**src/rtl/dma_ag_pkg.sv**
```systemverilog
package dma_ag_pkg;

  typedef enum logic [1:0] {
    AG_FIXED  = 2'd0,
    AG_LINEAR = 2'd1,
    AG_REWIND = 2'd2
  } ag_mode_e;

  typedef enum logic [1:0] {
    EV_HOLD   = 2'd0,
    EV_STEP   = 2'd1,
    EV_REWIND = 2'd2,
    EV_LOAD   = 2'd3
  } ag_event_e;

  // Clearing the advance flag always gives fixed mode, whatever the rewind flag says.
  function automatic ag_mode_e ag_decode(input logic inc, input logic wrap);
    if (!inc) return AG_FIXED;
    if (wrap) return AG_REWIND;
    return AG_LINEAR;
  endfunction

  // Priority: a start write beats a rewind, and a rewind beats an advance.
  function automatic ag_event_e ag_pick(input logic load, input ag_mode_e mode,
                                        input logic beat, input logic chunk);
    if (load) return EV_LOAD;
    if (mode == AG_REWIND && chunk) return EV_REWIND;
    if (mode != AG_FIXED && beat) return EV_STEP;
    return EV_HOLD;
  endfunction

endpackage

```
**src/rtl/dma_ag_start.sv**
```systemverilog
module dma_ag_start #(
  parameter int HALF_W = 32,
  localparam int ADDR_W = 2 * HALF_W
) (
  input  logic              clk_i,
  input  logic              rst_ni,
  input  logic              lo_we_i,
  input  logic              hi_we_i,
  input  logic [HALF_W-1:0] half_i,
  output logic [ADDR_W-1:0] start_q_o,
  output logic [ADDR_W-1:0] start_nxt_o,
  output logic              load_o
);

  logic [ADDR_W-1:0] start_q;

  always_comb begin
    start_nxt_o = start_q;
    if (lo_we_i) start_nxt_o[HALF_W-1:0]      = half_i;
    if (hi_we_i) start_nxt_o[ADDR_W-1:HALF_W] = half_i;
  end

  assign load_o    = lo_we_i | hi_we_i;
  assign start_q_o = start_q;

  always_ff @(posedge clk_i) begin
    if (!rst_ni) start_q <= '0;
    else         start_q <= start_nxt_o;
  end


  lo_keeps_hi_chk: assert property (@(posedge clk_i) disable iff (!rst_ni)
    (lo_we_i && !hi_we_i) |=> start_q_o[ADDR_W-1:HALF_W] == $past(start_q_o[ADDR_W-1:HALF_W]));

  hi_keeps_lo_chk: assert property (@(posedge clk_i) disable iff (!rst_ni)
    (hi_we_i && !lo_we_i) |=> start_q_o[HALF_W-1:0] == $past(start_q_o[HALF_W-1:0]));

endmodule

```
**src/rtl/dma_ag_advance.sv**
```systemverilog
module dma_ag_advance
  import dma_ag_pkg::*;
#(
  parameter int ADDR_W   = 64,
  parameter int STRIDE_W = 4
) (
  input  logic [ADDR_W-1:0]   cur_i,
  input  logic [ADDR_W-1:0]   start_i,
  input  logic [STRIDE_W-1:0] stride_i,
  input  ag_event_e           ev_i,
  output logic [ADDR_W-1:0]   nxt_o
);

  function automatic logic [ADDR_W-1:0] add_stride(input logic [ADDR_W-1:0] a,
                                                   input logic [STRIDE_W-1:0] s);
    return a + ADDR_W'(s);
  endfunction

  always_comb begin
    unique case (ev_i)
      EV_LOAD, EV_REWIND: nxt_o = start_i;
      EV_STEP:            nxt_o = add_stride(cur_i, stride_i);
      default:            nxt_o = cur_i;
    endcase
  end

endmodule

```
**src/rtl/dma_ag_lane.sv**
```systemverilog
module dma_ag_lane
  import dma_ag_pkg::*;
#(
  parameter int HALF_W   = 32,
  parameter int STRIDE_W = 4,
  localparam int ADDR_W  = 2 * HALF_W
) (
  input  logic                clk_i,
  input  logic                rst_ni,
  input  logic                lo_we_i,
  input  logic                hi_we_i,
  input  logic [HALF_W-1:0]   half_i,
  input  logic                inc_i,
  input  logic                wrap_i,
  input  logic [STRIDE_W-1:0] stride_i,
  input  logic                beat_i,
  input  logic                chunk_end_i,
  output logic [ADDR_W-1:0]   addr_o
);

  logic [ADDR_W-1:0] start_q, start_nxt, addr_q, addr_nxt;
  logic              load;
  ag_mode_e          mode;
  ag_event_e         ev;

  dma_ag_start #(.HALF_W(HALF_W)) u_start (
    .clk_i, .rst_ni, .lo_we_i, .hi_we_i, .half_i,
    .start_q_o(start_q), .start_nxt_o(start_nxt), .load_o(load)
  );

  assign mode = ag_decode(inc_i, wrap_i);
  assign ev   = ag_pick(load, mode, beat_i, chunk_end_i);

  dma_ag_advance #(.ADDR_W(ADDR_W), .STRIDE_W(STRIDE_W)) u_adv (
    .cur_i(addr_q), .start_i(start_nxt), .stride_i, .ev_i(ev), .nxt_o(addr_nxt)
  );

  always_ff @(posedge clk_i) begin
    if (!rst_ni) addr_q <= '0;
    else         addr_q <= addr_nxt;
  end

  assign addr_o = addr_q;


  lo_load_chk: assert property (@(posedge clk_i) disable iff (!rst_ni)
    lo_we_i |=> addr_o[HALF_W-1:0] == $past(half_i));

  hi_load_chk: assert property (@(posedge clk_i) disable iff (!rst_ni)
    hi_we_i |=> addr_o[ADDR_W-1:HALF_W] == $past(half_i));

  fixed_hold_chk: assert property (@(posedge clk_i) disable iff (!rst_ni)
    (!load && !inc_i) |=> $stable(addr_o));

  linear_step_chk: assert property (@(posedge clk_i) disable iff (!rst_ni)
    (!load && inc_i && !wrap_i && beat_i) |=> addr_o == $past(addr_o) + ADDR_W'($past(stride_i)));

  rewind_chk: assert property (@(posedge clk_i) disable iff (!rst_ni)
    (!load && inc_i && wrap_i && chunk_end_i) |=> addr_o == start_q);

  rewind_over_beat_chk: assert property (@(posedge clk_i) disable iff (!rst_ni)
    (!load && inc_i && wrap_i && chunk_end_i && beat_i) |=> addr_o == start_q);

  load_wins_chk: assert property (@(posedge clk_i) disable iff (!rst_ni)
    (load && (beat_i || chunk_end_i)) |=> addr_o == start_q);

endmodule

```
**src/rtl/dma_addr_pair.sv**
```systemverilog
module dma_addr_pair #(
  parameter int HALF_W   = 32,
  parameter int STRIDE_W = 4,
  localparam int ADDR_W  = 2 * HALF_W,
  localparam int NLANE   = 2
) (
  input  logic                            clk_i,
  input  logic                            rst_ni,
  input  logic [NLANE-1:0]                lo_we_i,
  input  logic [NLANE-1:0]                hi_we_i,
  input  logic [NLANE-1:0][HALF_W-1:0]    half_i,
  input  logic [NLANE-1:0]                inc_i,
  input  logic [NLANE-1:0]                wrap_i,
  input  logic [NLANE-1:0][STRIDE_W-1:0]  stride_i,
  input  logic [NLANE-1:0]                beat_i,
  input  logic [NLANE-1:0]                chunk_end_i,
  output logic [NLANE-1:0][ADDR_W-1:0]    addr_o
);

  for (genvar n = 0; n < NLANE; n++) begin : g_lane
    dma_ag_lane #(.HALF_W(HALF_W), .STRIDE_W(STRIDE_W)) u_lane (
      .clk_i, .rst_ni,
      .lo_we_i(lo_we_i[n]), .hi_we_i(hi_we_i[n]), .half_i(half_i[n]),
      .inc_i(inc_i[n]), .wrap_i(wrap_i[n]), .stride_i(stride_i[n]),
      .beat_i(beat_i[n]), .chunk_end_i(chunk_end_i[n]), .addr_o(addr_o[n])
    );
  end


  lane_isolation_chk: assert property (@(posedge clk_i) disable iff (!rst_ni)
    (!lo_we_i[1] && !hi_we_i[1] && !beat_i[1] && !chunk_end_i[1]) |=> $stable(addr_o[1]));

endmodule

```
**config.mk**
```make
export PLATFORM = sky130hd
export DESIGN_NAME = dma_addr_pair
export DESIGN_NICKNAME = d
export VERILOG_FILES = /design/src/rtl/dma_ag_pkg.sv /design/src/rtl/dma_ag_start.sv /design/src/rtl/dma_ag_advance.sv /design/src/rtl/dma_ag_lane.sv /design/src/rtl/dma_addr_pair.sv
export SDC_FILE = /design/constraint.sdc
export NUM_CORES = 1
export LEC_CHECK = 0
export ABC_AREA = 1
export ABC_CLOCK_PERIOD_IN_PS = 1900
export BUFFER_PORTS_ARGS = -buffer_cell sky130_fd_sc_hd__buf_2
export CORE_ASPECT_RATIO = 0.75
export CORE_MARGIN = 2
export CORE_UTILIZATION = 54
export CTS_BUF_LIST = sky130_fd_sc_hd__clkbuf_8
export CTS_CLUSTER_DIAMETER = 200
export DETAILED_ROUTE_END_ITERATION = 6
export HOLD_SLACK_MARGIN = 0.12
export PLACE_DENSITY = 0.86
export SLEW_MARGIN = 40
export SYNTH_ARGS = -nofsm -noshare
export SYNTH_HDL_FRONTEND = slang
export SYNTH_SLANG_ARGS = --single-unit
```
**constraint.sdc**
```tcl
create_clock -name clk_i -period 1.9 [get_ports clk_i]
set_input_delay 0.38 -clock clk_i [delete_from_list [all_inputs] [get_ports clk_i]]
set_output_delay 0.38 -clock clk_i [all_outputs]
set_load 0.02 [all_outputs]
```
After elaboration in Yosys (flattened, before gate mapping)
Cells that the tools add are included.

storage, ports and cells
  word-level logic and storage cells = 68
  output and inout port bits = 128
  input port bits = 86
  bits in registers = 256

operators by class
  $add $sub $neg = 2
  reductions and logical operators = 10
  bitwise gates (word level) = 2
  equality and inequality tests = 8
  mux-type cells = 42

operators with widths
  operator                                              count
  one-hot mux 64 bit (2 select lines)                   2
  adder 64 x 4 -> 64 bit                                2
  two-way mux 32 bit                                    4
  two-way mux 2 bit                                     20
  two-way mux 1 bit                                     16
  equality test 2 bit (second input constant)           6
  nonzero test 2 bit                                    4
  equality test 2 x 1 -> 1 bit (second input constant)  2
  logical AND 1 bit                                     4
  OR reduction 2 bit                                    2
  bitwise OR 1 bit                                      2

Logic depth before layout (Yosys ltp)
  depth in word-level cells = 16
  depth in mapped cells = 13
  gate-level depth less buffers = 13

Hierarchy
A second synthesis with hierarchy kept.

unflattened totals
  cell total of the unflattened synthesis = 2,908
  area, all modules = 17,685.7 sq um

modules (own cells, without submodules)
  module                                   area an instance (sq um)  cells each  sequential area each (sq um)  instances
  dma_ag_start                             3,457.1                   504         1,281.2                       2
  dma_ag_lane                              1,871.8                   207         1,281.2                       2
  dma_ag_advance (g_lane[1].u_lane.u_adv)  3,575.9                   739         0.0                           1
  dma_ag_advance (g_lane[0].u_lane.u_adv)  3,452.1                   747         0.0                           1

Worst setup path after synthesis
OpenSTA, ideal clock, no wires.

  kind = flip-flop to flip-flop
  from = register g_lane[1].u_lane.addr_q[0]
  to = register g_lane[1].u_lane.addr_q[18]
  stages on the path, launching flop included = 12
  setup slack = -0.127 ns
  clock period less this slack = 2.027 ns
  path buffers = 0
  library setup time = 0.109 ns
  data required time = 1.791 ns
  arrival time = 1.918 ns
  cells stage by stage = dfxtp_1 > ha_1 > fa_1 > nand3_1 > nand3_2 > nand3_1 > nor2_1 > or2_2 > nand3_1 > o211ai_1 > nand2_1 > inv_1

on the way
  cells in the longest elaborated chain, start to end = 2

RTL lines
  what                                 line                  RTL
  from (decl)                          dma_ag_lane.sv:21     logic [ADDR_W-1:0] start_q, start_nxt, addr_q, addr_nxt;
  from (signal assigned)               dma_ag_lane.sv:40     else addr_q <= addr_nxt;
  adder 64 x 4 -> 64 bit               dma_ag_advance.sv:16  return a + ADDR_W'(s);
  one-hot mux 64 bit (2 select lines)  dma_ag_advance.sv:20  unique case (ev_i)

No other way between the ends.
A chain may end at the register's enable or synchronous reset.

Final worst setup path
Ends and elaborated chain as after synthesis.

==> flow_metrics.py <==
metrics = {
    "status": {
        "status": "complete, but fails checks",
        "violations": "negative setup slack",
    },
    "worst_hold_path": {
        "hold_start": "half_i[18]",
        "hold_path_end": "g_lane[0].u_lane.u_start.start_q_o[50]",
        "holdCritPathClass": "in2reg",
        "whs_path_depth": 5,
    },
    "die": {
        "fp.dieArea_um2": 29500,
        "die_y_um": 149,
        "initial_core_util_pct": 54.5,
        "die_x_um": 198,
        "rows": 53,
        "core_area_um2": 27900,
        "num_io_pins": 214,
    },
    "power": {
        "combPwrFrac_pct": 20.9,
        "clockPowerShare_pct": 35.2,
        "ir_drop_mv": 0.601,
        "p_per_area_nw_per_um2": 718,
        "switchingPower_uw": 4720,
        "internal_power_uw": 9430,
        "total_power_uw": 14100,
        "swShare_pct": 33.4,
        "p_leak_uw": 0.00903,
        "pwr-share-seq_pct": 43.9,
    },
    "logic_synthesis": {
        "synth.area.top_cells": "dfxtp_1 34%, nand2_1 19%, nor2_1 9.5%, o21ai_0 6.8%, inv_1 6.1%",
        "synth_ff_type": "dfxtp_1",
        "yosys.area.top_type": "dfxtp_1",
        "ys_seq_area_share_pct": 33.7,
        "ys_seq_elements": 256,
        "yosysUniqueCellTypes": 47,
        "netlist_area_um2": 15200,
        "synth_top_area_share_pct": 33.7,
        "synth_nets": 2616,
        "async_reset_ff_share_pct": 0,
        "yosysWarnings": 0,
        "syn-instance-count": 2520,
        "synth_edf_count": 0,
        "syn_area_per_cell_um2": 6.03,
    },
    "sta": {
        "setup_violations": 9,
        "rsz0062_at_grt": "true",
        "fin_tns_setup_ns": -0.189,
        "finClkSkew_ns": 0.0200,
        "fin_ws_ns": -0.0459,
        "finalCritPeriodShare_pct": 102,
        "hold_violations": 0,
        "slew_viol_final": 0,
        "relSlewSlack_pct": 56.3,
        "timing.fmax_mhz": 514,
        "fin_crit_ns": 1.95,
        "hold_slack_ns": 0.142,
        "worst_pin_slew_ns": 0.649,
    },
    "clock_tree": {
        "clkTransAtPathRegs_ns": 0.06,
        "clock-sinks": 256,
        "htreeDepth": 2,
        "cts_tree": "done",
        "clockBufferDepth": 3,
        "cts_root_buffer": "clkbuf_8",
        "clk_latency_ns": 0.61,
        "cts_inserted_buffers": 43,
    },
    "grt": {
        "use_met2_pct": 55.0,
        "grt_max_degree": 65,
        "antenna_found_initial": 0,
        "gr-total-overflow": 0,
        "gr-usage-met3_pct": 12.1,
        "grt_use_total_pct": 40.5,
        "use_met1_pct": 60.6,
        "top_usage_layer": "met1",
        "grt_pass1_vias": 16525,
        "grt_pass1_wl_um": 91900,
    },
    "routing": {
        "vias": 18901,
        "routed_via_density": 5.76,
        "wire_per_inst_um": 19.0,
        "drt_pass1_iterations": 6,
        "drtIter0Drc": 2185,
        "antenna_left": 0,
        "drt-total-wl_um": 62400,
        "drcViolationCount": 0,
    },
    "placement": {
        "place.gp.congestion": 1.07,
        "place_area_um2": 18100,
        "place_hpwl_um": 45900,
        "io_buffers": 213,
    },
    "critical_path": {
        "cp_top_family": "simple AND/OR/NAND/NOR gates",
        "ff2ff_setup_slack_ns": -0.05,
        "crit_buf_inv": 1,
        "cp-end-kind": "flip-flop",
        "timing.rr.start": "g_lane[1].u_lane.addr_o[0]",
        "reg2reg_depth": 11,
        "startpoint_type": "flip-flop",
        "worstSetupStartpoint": "g_lane[1].u_lane.addr_o[0]",
        "worstSetupPathType": "reg2reg",
        "max_stage_delay_ns": 0.38,
        "crit_fanout": 5,
        "cp_slowest_cell": "fa_2",
        "crit_arrival_ns": 2.45,
        "reg2reg_to": "g_lane[1].u_lane.addr_o[18]",
        "path_cells": "ha_4 > fa_2 > nand3_2 > nand3_4 > nand3_4 > nor2_2 > or2_4 > nand3_2 > o211ai_1 > nand2_1 > inv_1",
        "cp_data_required_time_ns": 2.40,
    },
    "layout": {
        "fin_area_um2": 19700,
        "nets": 2988,
        "n_fill_cell": 2410,
        "final_common_cell": "nand2_1",
        "drive_above_1_share_pct": 25.7,
        "layout_common_cells": "724 x nand2_1, 349 x nor2_1, 258 x inv_1",
        "area_growth_pct": 29.6,
    },
    "flow_run": {
        "drv_cap": 0,
    },
}
Yosys cell counts (all sizes together) (9+ instances only):
cell and instances:
nand2 778, nor2 424, inv 261, dfxtp 256, o21ai 220, nand3 165, a21oi 124, clkbuf 72
buf 34, nand4 25, or2 21, nor3 20, nand3b 17, xnor2 17, o211ai 13, a31oi 10
xor2 10, and2 9, o22ai 9
kinds of logic (layout without fill, tap and decap cells):
| family | count (synthesis) | in the layout | synth area share (%) |
|---|---|---|---|
| DFF | 256 | 256 | 33.7 |
| xor gates and xnor gates | 27 | 27 | 1.56 |
| AOI/OAI and AO/OA | 395 | 395 | 13.8 |
| adders and majority gates | 10 | 10 | 0.923 |
| and+or+nand+nor | 1461 | 1461 | 40.5 |
| buffers and inverters | 370 | 772 | 9.39 |
| muxes | 1 | 1 | 0.0659 |
| other | 0 | 1 | 0 |
state kept, by name, indices dropped and copies added, names as in the netlist:
signal,count
g_lane.u_lane.addr_o,128
g_lane.u_lane.u_start.start_q_o,128
how the worst max path moves through the flow:
stage | cells past startpoint | endpoint | slack (ns)
floorplan | 12 | g_lane[0].u_lane.addr_o[44] | 0.003
global placement | 12 | g_lane[0].u_lane.addr_o[38] | -0.26
detailed placement | 12 | g_lane[0].u_lane.addr_o[54] | -0.32
CTS | 12 | g_lane[1].u_lane.addr_o[26] | -0.05
global route | 12 | g_lane[1].u_lane.addr_o[26] | -0.11
finish | 11 | g_lane[1].u_lane.addr_o[18] | -0.05
timing repair:
action                                  in CTS  in global routing
hold endpoints to repair                     0                  0
buffers inserted                             5                  9
resized for setup                           41                182
endpoints found under the setup margin      57                102
hold buffers                                 0                  0
gates cloned                                 0                  0
pin swaps                                   12                 55
power by group through the flow:
stage / combinational, µW / clock (µW) / sequential, µW
floorplan: 1280 / 0 / 6450
global placement: 2670 / 0 / 6260
detailed placement: 2740 / 0 / 6270
CTS: 2790 / 4940 / 6170
global route: 3190 / 5160 / 6230
finish: 2960 / 4970 / 6210
routing by layer:
| metal | part of all wire [%] | routed length [µm] |
|---|---|---|
| met4 | 3.3 | 2050 |
| met1 | 43 | 26600 |
| met5 | 0 | 0 |
| met3 | 15 | 9330 |
| met2 | 39 | 24300 |
worst min-delay path: cells and delay by family:
family / cells / cell delay [ns]
AO/OA/AOI/OAI: 1 / 0.08
buffers and inverters: 2 / 0.12
AND/OR/NAND/NOR: 2 / 0.12
area by class of cell:
class / count / area (µm²) / area share [%]
inverters: 264 / 996 / 5.06
diodes: 1 / 2.50 / 0.0127
repair buffers: 433 / 2960 / 15.0
flip-flops and latches: 256 / 5170 / 26.3
multi-input cells: 1894 / 9280 / 47.2
well taps: 357 / 447 / 2.27
clock inverters: 22 / 97.6 / 0.496
clock buffers: 53 / 729 / 3.71
per-stage QoR:
stage          worst slack, ns  utilization (%)  cells
2_1_floorplan          0.00341                -   2520
5_1_grt                 -0.108             70.7   3279
3_3_place_gp            -0.261             64.8   3193
6_report               -0.0459             70.7   3280
4_1_cts                -0.0547             68.5   3272
3_5_place_dp            -0.322             64.8   3193
Power figures use the tool's default switching activity.
